$ cat src/rtl/opp_pkg.sv
package opp_pkg;

    localparam int VID_W   = 6;
    localparam int RATIO_W = 5;

    typedef struct packed {
        logic [VID_W-1:0]   vid;
        logic [RATIO_W-1:0] ratio;
    } opp_t;

    typedef enum logic [1:0] {
        PH_IDLE  = 2'd0,
        PH_VPRE  = 2'd1,
        PH_LOCK  = 2'd2,
        PH_VPOST = 2'd3
    } phase_e;

    function automatic logic [VID_W-1:0] vid_toward(input logic [VID_W-1:0] cur,
                                                    input logic [VID_W-1:0] tgt);
        return (cur < tgt) ? cur + VID_W'(1) : cur - VID_W'(1);
    endfunction

endpackage

$ cat src/rtl/opp_pend_slot.sv
module opp_pend_slot
    import opp_pkg::*;
(
    input  logic clk,
    input  logic rst,
    input  logic wr_en,
    input  opp_t wr_op,
    input  logic take,
    output logic valid,
    output opp_t op
);
    always_ff @(posedge clk) begin
        if (rst) begin
            valid <= 1'b0;
            op    <= '0;
        end else if (wr_en) begin
            valid <= 1'b1;
            op    <= wr_op;
        end else if (take) begin
            valid <= 1'b0;
        end
    end

    // a newer write always overwrites the slot contents
    a_r8_newest_kept: assert property (@(posedge clk) disable iff (rst)
        wr_en |=> (valid && op == $past(wr_op)));
endmodule

$ cat src/rtl/opp_vramp.sv
module opp_vramp
    import opp_pkg::*;
#(
    parameter int DWELL_W = 8,
    parameter int RST_VID = 20
) (
    input  logic               clk,
    input  logic               rst,
    input  logic               en,
    input  logic [VID_W-1:0]   tgt_vid,
    input  logic [DWELL_W-1:0] dwell,
    output logic [VID_W-1:0]   vid,
    output logic               at_tgt
);
    logic [DWELL_W-1:0] cnt;
    logic [DWELL_W-1:0] dwell_eff;

    assign dwell_eff = (dwell == '0) ? DWELL_W'(1) : dwell;
    assign at_tgt    = (vid == tgt_vid);

    always_ff @(posedge clk) begin
        if (rst) begin
            vid <= VID_W'(RST_VID);
            cnt <= '0;
        end else if (en && !at_tgt) begin
            if (cnt == dwell_eff - DWELL_W'(1)) begin
                vid <= vid_toward(vid, tgt_vid);
                cnt <= '0;
            end else begin
                cnt <= cnt + DWELL_W'(1);
            end
        end else begin
            cnt <= '0;
        end
    end

    // the code never jumps by more than one step
    a_r3_unit_step: assert property (@(posedge clk) disable iff (rst)
        !$stable(vid) |-> (vid == $past(vid) + VID_W'(1) || vid == $past(vid) - VID_W'(1)));

    // the code only moves while ramping enabled
    a_r3_move_only_enabled: assert property (@(posedge clk) disable iff (rst)
        !$stable(vid) |-> $past(en));
endmodule

$ cat src/rtl/opp_lock_timer.sv
module opp_lock_timer #(
    parameter int STALL_LIMIT = 1250
) (
    input  logic clk,
    input  logic rst,
    input  logic start,
    input  logic lock_done,
    output logic relock_req,
    output logic core_stall,
    output logic release_now,
    output logic lock_err
);
    localparam int CNT_W = $clog2(STALL_LIMIT + 1);

    logic [CNT_W-1:0] cnt;
    logic             expired;

    assign expired     = (cnt == CNT_W'(STALL_LIMIT - 1));
    assign release_now = core_stall && (lock_done || expired);

    always_ff @(posedge clk) begin
        if (rst) begin
            relock_req <= 1'b0;
            core_stall <= 1'b0;
            lock_err   <= 1'b0;
            cnt        <= '0;
        end else if (start) begin
            relock_req <= 1'b1;
            core_stall <= 1'b1;
            cnt        <= '0;
        end else begin
            relock_req <= 1'b0;
            if (release_now) begin
                core_stall <= 1'b0;
                if (!lock_done) lock_err <= 1'b1;
            end else if (core_stall) begin
                cnt <= cnt + CNT_W'(1);
            end
        end
    end

    // the stall and the request begin together
    a_r5_stall_with_req: assert property (@(posedge clk) disable iff (rst)
        $rose(core_stall) |-> relock_req);

    // a sampled lock indication ends the stall
    a_r5_lock_releases: assert property (@(posedge clk) disable iff (rst)
        (core_stall && lock_done && !start) |=> !core_stall);

    // the stall never outlives the limit
    a_r6_stall_bounded: assert property (@(posedge clk) disable iff (rst)
        core_stall |-> (cnt < CNT_W'(STALL_LIMIT)));

    // the error flag is sticky
    a_r6_err_sticky: assert property (@(posedge clk) disable iff (rst)
        lock_err |=> lock_err);
endmodule

$ cat src/rtl/opp_seq_top.sv
module opp_seq_top
    import opp_pkg::*;
#(
    parameter int DWELL_W     = 8,
    parameter int STALL_LIMIT = 1250,
    parameter int RST_VID     = 20,
    parameter int RST_RATIO   = 8
) (
    input  logic               clk,
    input  logic               rst,
    input  logic               wr_en,
    input  logic [VID_W-1:0]   wr_vid,
    input  logic [RATIO_W-1:0] wr_ratio,
    input  logic [DWELL_W-1:0] dwell_cfg,
    input  logic               lock_done,
    output logic [VID_W-1:0]   vid_out,
    output logic [RATIO_W-1:0] ratio_out,
    output logic               relock_req,
    output logic               core_stall,
    output logic               busy,
    output logic               lock_err
);
    phase_e             phase, phase_nx;
    opp_t               pend_op, tgt_q;
    logic               pend_valid, take, start_lock, at_tgt, release_now, ramp_en;
    logic [RATIO_W-1:0] lock_ratio;

    opp_pend_slot u_slot (
        .clk   (clk),
        .rst   (rst),
        .wr_en (wr_en),
        .wr_op ('{vid: wr_vid, ratio: wr_ratio}),
        .take  (take),
        .valid (pend_valid),
        .op    (pend_op)
    );

    assign take    = (phase == PH_IDLE) && pend_valid;
    assign ramp_en = (phase == PH_VPRE) || (phase == PH_VPOST);

    opp_vramp #(.DWELL_W(DWELL_W), .RST_VID(RST_VID)) u_vramp (
        .clk     (clk),
        .rst     (rst),
        .en      (ramp_en),
        .tgt_vid (tgt_q.vid),
        .dwell   (dwell_cfg),
        .vid     (vid_out),
        .at_tgt  (at_tgt)
    );

    opp_lock_timer #(.STALL_LIMIT(STALL_LIMIT)) u_timer (
        .clk         (clk),
        .rst         (rst),
        .start       (start_lock),
        .lock_done   (lock_done),
        .relock_req  (relock_req),
        .core_stall  (core_stall),
        .release_now (release_now),
        .lock_err    (lock_err)
    );

    always_comb begin
        phase_nx   = phase;
        start_lock = 1'b0;
        lock_ratio = tgt_q.ratio;
        unique case (phase)
            PH_IDLE: if (take) begin
                if (pend_op.ratio > ratio_out) begin
                    phase_nx = PH_VPRE;
                end else if (pend_op.ratio < ratio_out) begin
                    phase_nx   = PH_LOCK;
                    start_lock = 1'b1;
                    lock_ratio = pend_op.ratio;
                end else begin
                    phase_nx = PH_VPOST;
                end
            end
            PH_VPRE: if (at_tgt) begin
                phase_nx   = PH_LOCK;
                start_lock = 1'b1;
            end
            PH_LOCK:  if (release_now) phase_nx = PH_VPOST;
            PH_VPOST: if (at_tgt) phase_nx = PH_IDLE;
            default:  phase_nx = PH_IDLE;
        endcase
    end

    always_ff @(posedge clk) begin
        if (rst) begin
            phase     <= PH_IDLE;
            tgt_q     <= '0;
            ratio_out <= RATIO_W'(RST_RATIO);
        end else begin
            phase <= phase_nx;
            if (take)       tgt_q     <= pend_op;
            if (start_lock) ratio_out <= lock_ratio;
        end
    end

    assign busy = (phase != PH_IDLE) || pend_valid;

    // an upward relock follows a completed voltage ramp
    a_r2_up_after_ramp: assert property (@(posedge clk) disable iff (rst)
        (relock_req && ratio_out > $past(ratio_out)) |-> ($past(phase) == PH_VPRE && $past(at_tgt)));

    // a downward relock is the first action of the move
    a_r4_down_first: assert property (@(posedge clk) disable iff (rst)
        (relock_req && ratio_out < $past(ratio_out)) |-> ($past(phase) == PH_IDLE));

    // a relock always changes the ratio
    a_r7_relock_changes: assert property (@(posedge clk) disable iff (rst)
        relock_req |-> (ratio_out != $past(ratio_out)));

    // the voltage code holds during the stall
    a_r5_vid_frozen: assert property (@(posedge clk) disable iff (rst)
        core_stall |-> $stable(vid_out));

    // the ratio moves only with a relock request
    a_r5_ratio_with_req: assert property (@(posedge clk) disable iff (rst)
        !$stable(ratio_out) |-> relock_req);

    // a stall is always part of a busy period
    a_r9_busy_in_stall: assert property (@(posedge clk) disable iff (rst)
        core_stall |-> busy);
endmodule

$ cat config.mk
export PLATFORM = sky130hd
export DESIGN_NAME = opp_seq_top
export DESIGN_NICKNAME = d
export VERILOG_FILES = /design/src/rtl/opp_pkg.sv /design/src/rtl/opp_pend_slot.sv /design/src/rtl/opp_vramp.sv /design/src/rtl/opp_lock_timer.sv /design/src/rtl/opp_seq_top.sv
export SDC_FILE = /design/constraint.sdc
export NUM_CORES = 1
export LEC_CHECK = 0
export ABC_AREA = 1
export BUFFER_PORTS_ARGS = -buffer_cell sky130_fd_sc_hd__clkbuf_2
export CAP_MARGIN = 20
export CORE_UTILIZATION = 40
export CTS_CLUSTER_DIAMETER = 100
export DETAILED_ROUTE_END_ITERATION = 6
export SYNTH_ARGS = -nofsm -noshare
export SYNTH_HDL_FRONTEND = slang
export SYNTH_SLANG_ARGS = --single-unit
$ cat constraint.sdc
create_clock -name clk -period 2.7 [get_ports clk]
set_input_delay 0.27 -clock clk [delete_from_list [all_inputs] [get_ports clk]]
set_output_delay 0.27 -clock clk [all_outputs]
set_load 0.05 [all_outputs]
# After elaboration in Yosys (flattened, before gate mapping)
# Index checks and enable logic that the tools add are counted.
[totals] reg_bits=58 latchBits=0 ram_bits=0 mem_bits_ro=0 in_bits=23 out_inout_bits=15 wordCells=76 mem_count=0
[classes] add_sub_neg=5 n_mul=0 div=0 order_cmp=3 n_eq_ne=10 shift=0 muxes=23 n_bitwise=4 reduce_logical=18
[ops] op="$mux W5" count=4
[ops] op="$add A11 B1 Y11 const B" count=1
[ops] op="$eq A11 B11 Y1 const B" count=1
[ops] op="$mux W1" count=10
[ops] op="$mux W2" count=5
[ops] op="$add A8 B1 Y8 const B" count=1
[ops] op="$eq A8 B8 Y1" count=1
[ops] op="$logic_not A8 Y1" count=1
[ops] op="$mux W8" count=1
[ops] op="$pmux W2 S4" count=1
[ops] op="$sub A8 B1 Y8 const B" count=1
[ops] op="$add A6 B1 Y6 const B" count=1
[ops] op="$eq A6 B6 Y1" count=1
[ops] op="$lt A6 B6 Y1" count=1
[ops] op="$mux W6" count=1
[ops] op="$reduce_bool A2 Y1" count=3
[ops] op="$sub A6 B1 Y6 const B" count=1
[ops] op="$gt A5 B5 Y1" count=1
[ops] op="$lt A5 B5 Y1" count=1
[ops] op="$eq A2 B2 Y1 const B" count=2
[ops] op="$ne A2 B1 Y1 const B" count=2
[ops] op="$ne A2 B2 Y1 const B" count=2
[ops] op="$not A1 Y1" count=4
[ops] op="$reduce_and A2 Y1" count=2
[ops] op="10 further kinds" count=14

# Longest topological paths before layout
[logic_depth] depth_word=7 ltp_mapped=16 ltp_nobuf=16

# Hierarchy
# From an unflattened synthesis, not the netlist that was laid out.
[hier_totals] cells_unflattened=549 hier_area_um2=3821.2
[modules_own_cells] mod="opp_vramp" instances=1 cells_each=225 area_each_um2=1506.4 seq_area_each_um2=280.3
[modules_own_cells] mod="opp_seq_top" instances=1 cells_each=148 area_each_um2=1038.5 seq_area_each_um2=360.3
[modules_own_cells] mod="opp_lock_timer" instances=1 cells_each=123 area_each_um2=839.6 seq_area_each_um2=280.3
[modules_own_cells] mod="opp_pend_slot" instances=1 cells_each=53 area_each_um2=436.7 seq_area_each_um2=240.2

# Worst setup path after synthesis
# Ideal clock, no wire load.
[synth_path] path_type="reg2reg" startpoint="reg u_vramp.vid[1]" endpoint="reg u_vramp.vid[5]" setup_time_ps=70 arrival_ps=2425 required_time_ps=2630 slack_ps=204 path_stages_with_launch=14 path_buffers=0 synth_period_minus_slack_ps=2496 cell_sequence="dfxtp_1 > ha_1 > nand2_1 > nand2_1 > nand2_1 > nand3_1 > ha_1 > a21oi_1 > o21ai_0 > nor2_1 > nand3_1 > nand2_1 > nand4_1 > a21oi_1"
[synth_via] elab_chain_len=4 word_cells_on_any_way=8 cone_classes="add/sub (2); order compare (1); eq/ne (1); mux (1); reduce/logical (3)"
[synth_lines] item="start, declared" line="opp_vramp.sv:12" source="output logic [VID_W-1:0] vid,"
[synth_lines] item="start signal, assigned" line="opp_vramp.sv:23" source="vid <= VID_W'(RST_VID);"
[synth_lines] item="start signal, assigned" line="opp_vramp.sv:27" source="vid <= vid_toward(vid, tgt_vid);"
[synth_lines] item="parallel branches: the longest is 4 deep, another holds $sub A6 B1 Y6"
# Parallel ways; which one is timed is not known.
# A chain may end at the register's enable or synchronous reset.

# Worst setup path after layout
[layout_path] startpoint="reg u_vramp.vid[5]" endpoint="reg u_vramp.vid[5]"
# Same word-level chain as after synthesis.

==> metrics <==
most numerous cell types in the synthesized netlist=86 x sky130_fd_sc_hd__nand2_1, 58 x sky130_fd_sc_hd__dfxtp_1, 56 x sky130_fd_sc_hd__nor2_1; worst hold path depth=3; NumNets Final=538; number of pins exceeding their max-slew limit in the final report=0; wire per inst=10.9 um; number of flops mapped to enable cells by yosys=0; post-DP HPWL=4980 um; sum of internal, switching and leakage power=2.62 mW; initial antenna violation count=0; last weighted congestion value of the routability-driven placer=0.862; cell types occupying the most area after synthesis=sky130_fd_sc_hd__dfxtp_1 36%, sky130_fd_sc_hd__nand2_1 10%, sky130_fd_sc_hd__ha_1 8.9%; master of the slowest instance on the critical path=sky130_fd_sc_hd__dfxtp_1; Inserted Clock Buffers=9; post-synthesis instance area=0.00323 mm2; Top cell by count, worst path=sky130_fd_sc_hd__a21oi_1; detailed-route wire length=6540 um; number of warning messages in the yosys log=0; share of the synthesized area in the top cell type=35.9%; final hold violation count=0; power per cell area=695 mW/mm2; final global-route overflow total=0; largest fanout of any net on the critical path=6; worst hold margin=160 ps; critical path data required time=2960 ps; worst r2r src=u_vramp.vid[5]$_SDFFE_PP0P_; sequential element share of the synthesized area=35.9%; floorplan die height=91.9 um; number of vias per cell after detailed routing=4.74; post-synthesis async set-or-reset flop share=0%; class of the most critical hold timing path=in -> reg; global-route wire length before repair=11300 um; number of placement rows=32; share of cells above drive strength 1=17.9%; Layout Skew=7.80 ps; overall die width=91.9 um; Max VDD drop=375 uV; worst hold path startpoint=wr_vid[2]; final critical path time including I/O delays and setup=2400 ps; RR Endpoint=u_vramp.vid[5]$_SDFFE_PP0P_; I/O pin total=38; Critical Path Max Stage Delay=410 ps; Mean Syn Cell Area=7.24 um2; sinks on the clock net=58; leakage power summed over all cells=1.67 nW; final worst-path cycle share=88.8%; most instantiated library cell after synthesis=sky130_fd_sc_hd__nand2_1; flop and latch count out of synthesis=58; synthesized instance count=447; total routing usage reported by global routing=16.6%; Slew HR=67.7%; vias post-DR=2837; overall die area=0.00845 mm2; synthesis-to-finish area growth=16.4%; DR iter-0 viols=89; total nets after synthesis=494; top flip-flop cell by instance count after synthesis=sky130_fd_sc_hd__dfxtp_1; Antenna Nets Post-Route=0; Setup crit start kind=register; chain of cells forming the critical path=ha_1, a21oi_1, nand3_2, ha_1, a21oi_1, o21ai_0, nor2_1, nand3_1, nand2_1, nand4_1, a21oi_1; H-Tree Depth=3; end of the worst hold path=u_slot.op[7]$_SDFFE_PP0P_; maximum number of pins on one net before global-route repair=25; clock latency reported for the late side of the worst-skew pair=330 ps; clock tree root buffer cell=sky130_fd_sc_hd__clkbuf_8; Register-to-Register Path Depth=11; maximum count of clock buffers along a single path=2; slew of the pin with the lowest slew margin=480 ps; maximum operating frequency=417 MHz; Core Area=0.00777 mm2; CTS Hold Bufs=0; Worst-path clk slew=70 ps; critical path arrival=2660 ps; number of buffer cells added on primary ports=37; critical path endpoint category=register; number of max-cap violations=0; cell accounting for the most synthesized area=sky130_fd_sc_hd__dfxtp_1; vias in the first global route=2599; Cell variety after synth=32; worst reg2reg setup slack=300 ps; post-route DRC violation count=0; starting utilization of the core area=41.6%; status=finished clean; final number of setup-violating endpoints=0; antenna fix cells=0; clock tree from TritonCTS=done; count of TritonRoute iterations in the first routing pass=5; worst setup path class=reg -> reg
-- state kept, by name, indices dropped and copies added (netlist names) --
name                cells
ratio_out               5
u_timer.core_stall      1
u_slot.valid            1
u_timer.lock_err        1
u_slot.op              11
u_vramp.vid             6
tgt_q                  11
u_timer.cnt            11
phase                   2
u_timer.relock_req      1
u_vramp.cnt             8
-- logic make-up after synthesis --
logic type	share of synthesized area, %
AO/OA/AOI/OAI	11.5
XOR/XNOR	5.42
adder cells (fa/ha/maj)	9.52
buffers and inverters	8.36
flip-flops	35.9
AND/OR/NAND/NOR	29.3
-- final cells by class --
type	count	area (um2)
clock buffers	11	141
clock inverters	5	77.6
fillers	789	4000
inverters	62	233
multi-input cells	319	1810
flip-flops and latches	58	1160
well taps	102	128
repair buffers	41	215
-- critical path: cells and delay by family, from the launching register on --
kind,cells,cell delay (ps)
simple gates,5,600
flops,1,410
compound gates,4,670
fa+ha+maj,2,650
-- per-stage QoR --
step / util [%] / area (um2) / instances / setup TNS [ps] / setup slack, ps
CTS: 48.2 / 3740 / 596 / 0 / 220
global route: 48.5 / 3760 / 598 / -1.44 / -1.44
global placement: 45.4 / 3520 / 580 / 0 / 385
detailed placement: 45.4 / 3520 / 580 / 0 / 246
floorplan: - / 3230 / 447 / 0 / 204
finish: 48.5 / 3760 / 598 / 0 / 304
-- how the worst max path moves through the flow --
stage | start | end | slack, ps | cells past startpoint
2_1_floorplan | u_vramp.vid[1]$_SDFFE_PP0P_ | u_vramp.vid[5]$_SDFFE_PP0P_ | 200 | 13
3_3_place_gp | u_vramp.vid[1]$_SDFFE_PP0P_ | u_vramp.vid[5]$_SDFFE_PP0P_ | 390 | 13
3_5_place_dp | u_vramp.vid[5]$_SDFFE_PP0P_ | u_vramp.vid[5]$_SDFFE_PP0P_ | 250 | 13
4_1_cts | u_vramp.vid[5]$_SDFFE_PP0P_ | u_vramp.vid[5]$_SDFFE_PP0P_ | 220 | 13
5_1_grt | u_vramp.vid[5]$_SDFFE_PP0P_ | u_vramp.vid[5]$_SDFFE_PP0P_ | -1 | 11
6_report | u_vramp.vid[5]$_SDFFE_PP0P_ | u_vramp.vid[5]$_SDFFE_PP0P_ | 300 | 11
-- power by group --
part           switching, mW  internal [mW]  leakage (nW)
combinational          0.500          0.258          1.08
sequential            0.0450          0.934         0.473
clock                  0.336          0.542         0.109
-- placed cells by master (no fill, tap or decap), types with 8 or more instances in the layout --
master	instances
sky130_fd_sc_hd__nand2_1	86
sky130_fd_sc_hd__dfxtp_1	58
sky130_fd_sc_hd__nor2_1	56
sky130_fd_sc_hd__inv_1	54
sky130_fd_sc_hd__o21ai_0	37
sky130_fd_sc_hd__clkbuf_2	37
sky130_fd_sc_hd__a21oi_1	29
sky130_fd_sc_hd__ha_1	23
sky130_fd_sc_hd__nand3_1	14
sky130_fd_sc_hd__xor2_1	13
sky130_fd_sc_hd__clkbuf_8	10
sky130_fd_sc_hd__nand4_1	8
-- per-layer routing --
| layer | up-vias | track usage, % | part of all wire (%) |
|---|---|---|---|
| met1 | 1259 | 20.8 | 49 |
| li1 | 1526 | - | - |
| met5 | - | 0 | 0 |
| met3 | 11 | 3.07 | 3.7 |
| met4 | 0 | 8.07 | 2.2 |
| met2 | 41 | 27.4 | 45 |
-- repair_timing --
action,CTS,global route
buffers inserted,0,2
resized for setup,0,1
endpoints found under the setup margin,0,1
Note: power is estimated with default switching activity, not from simulation.
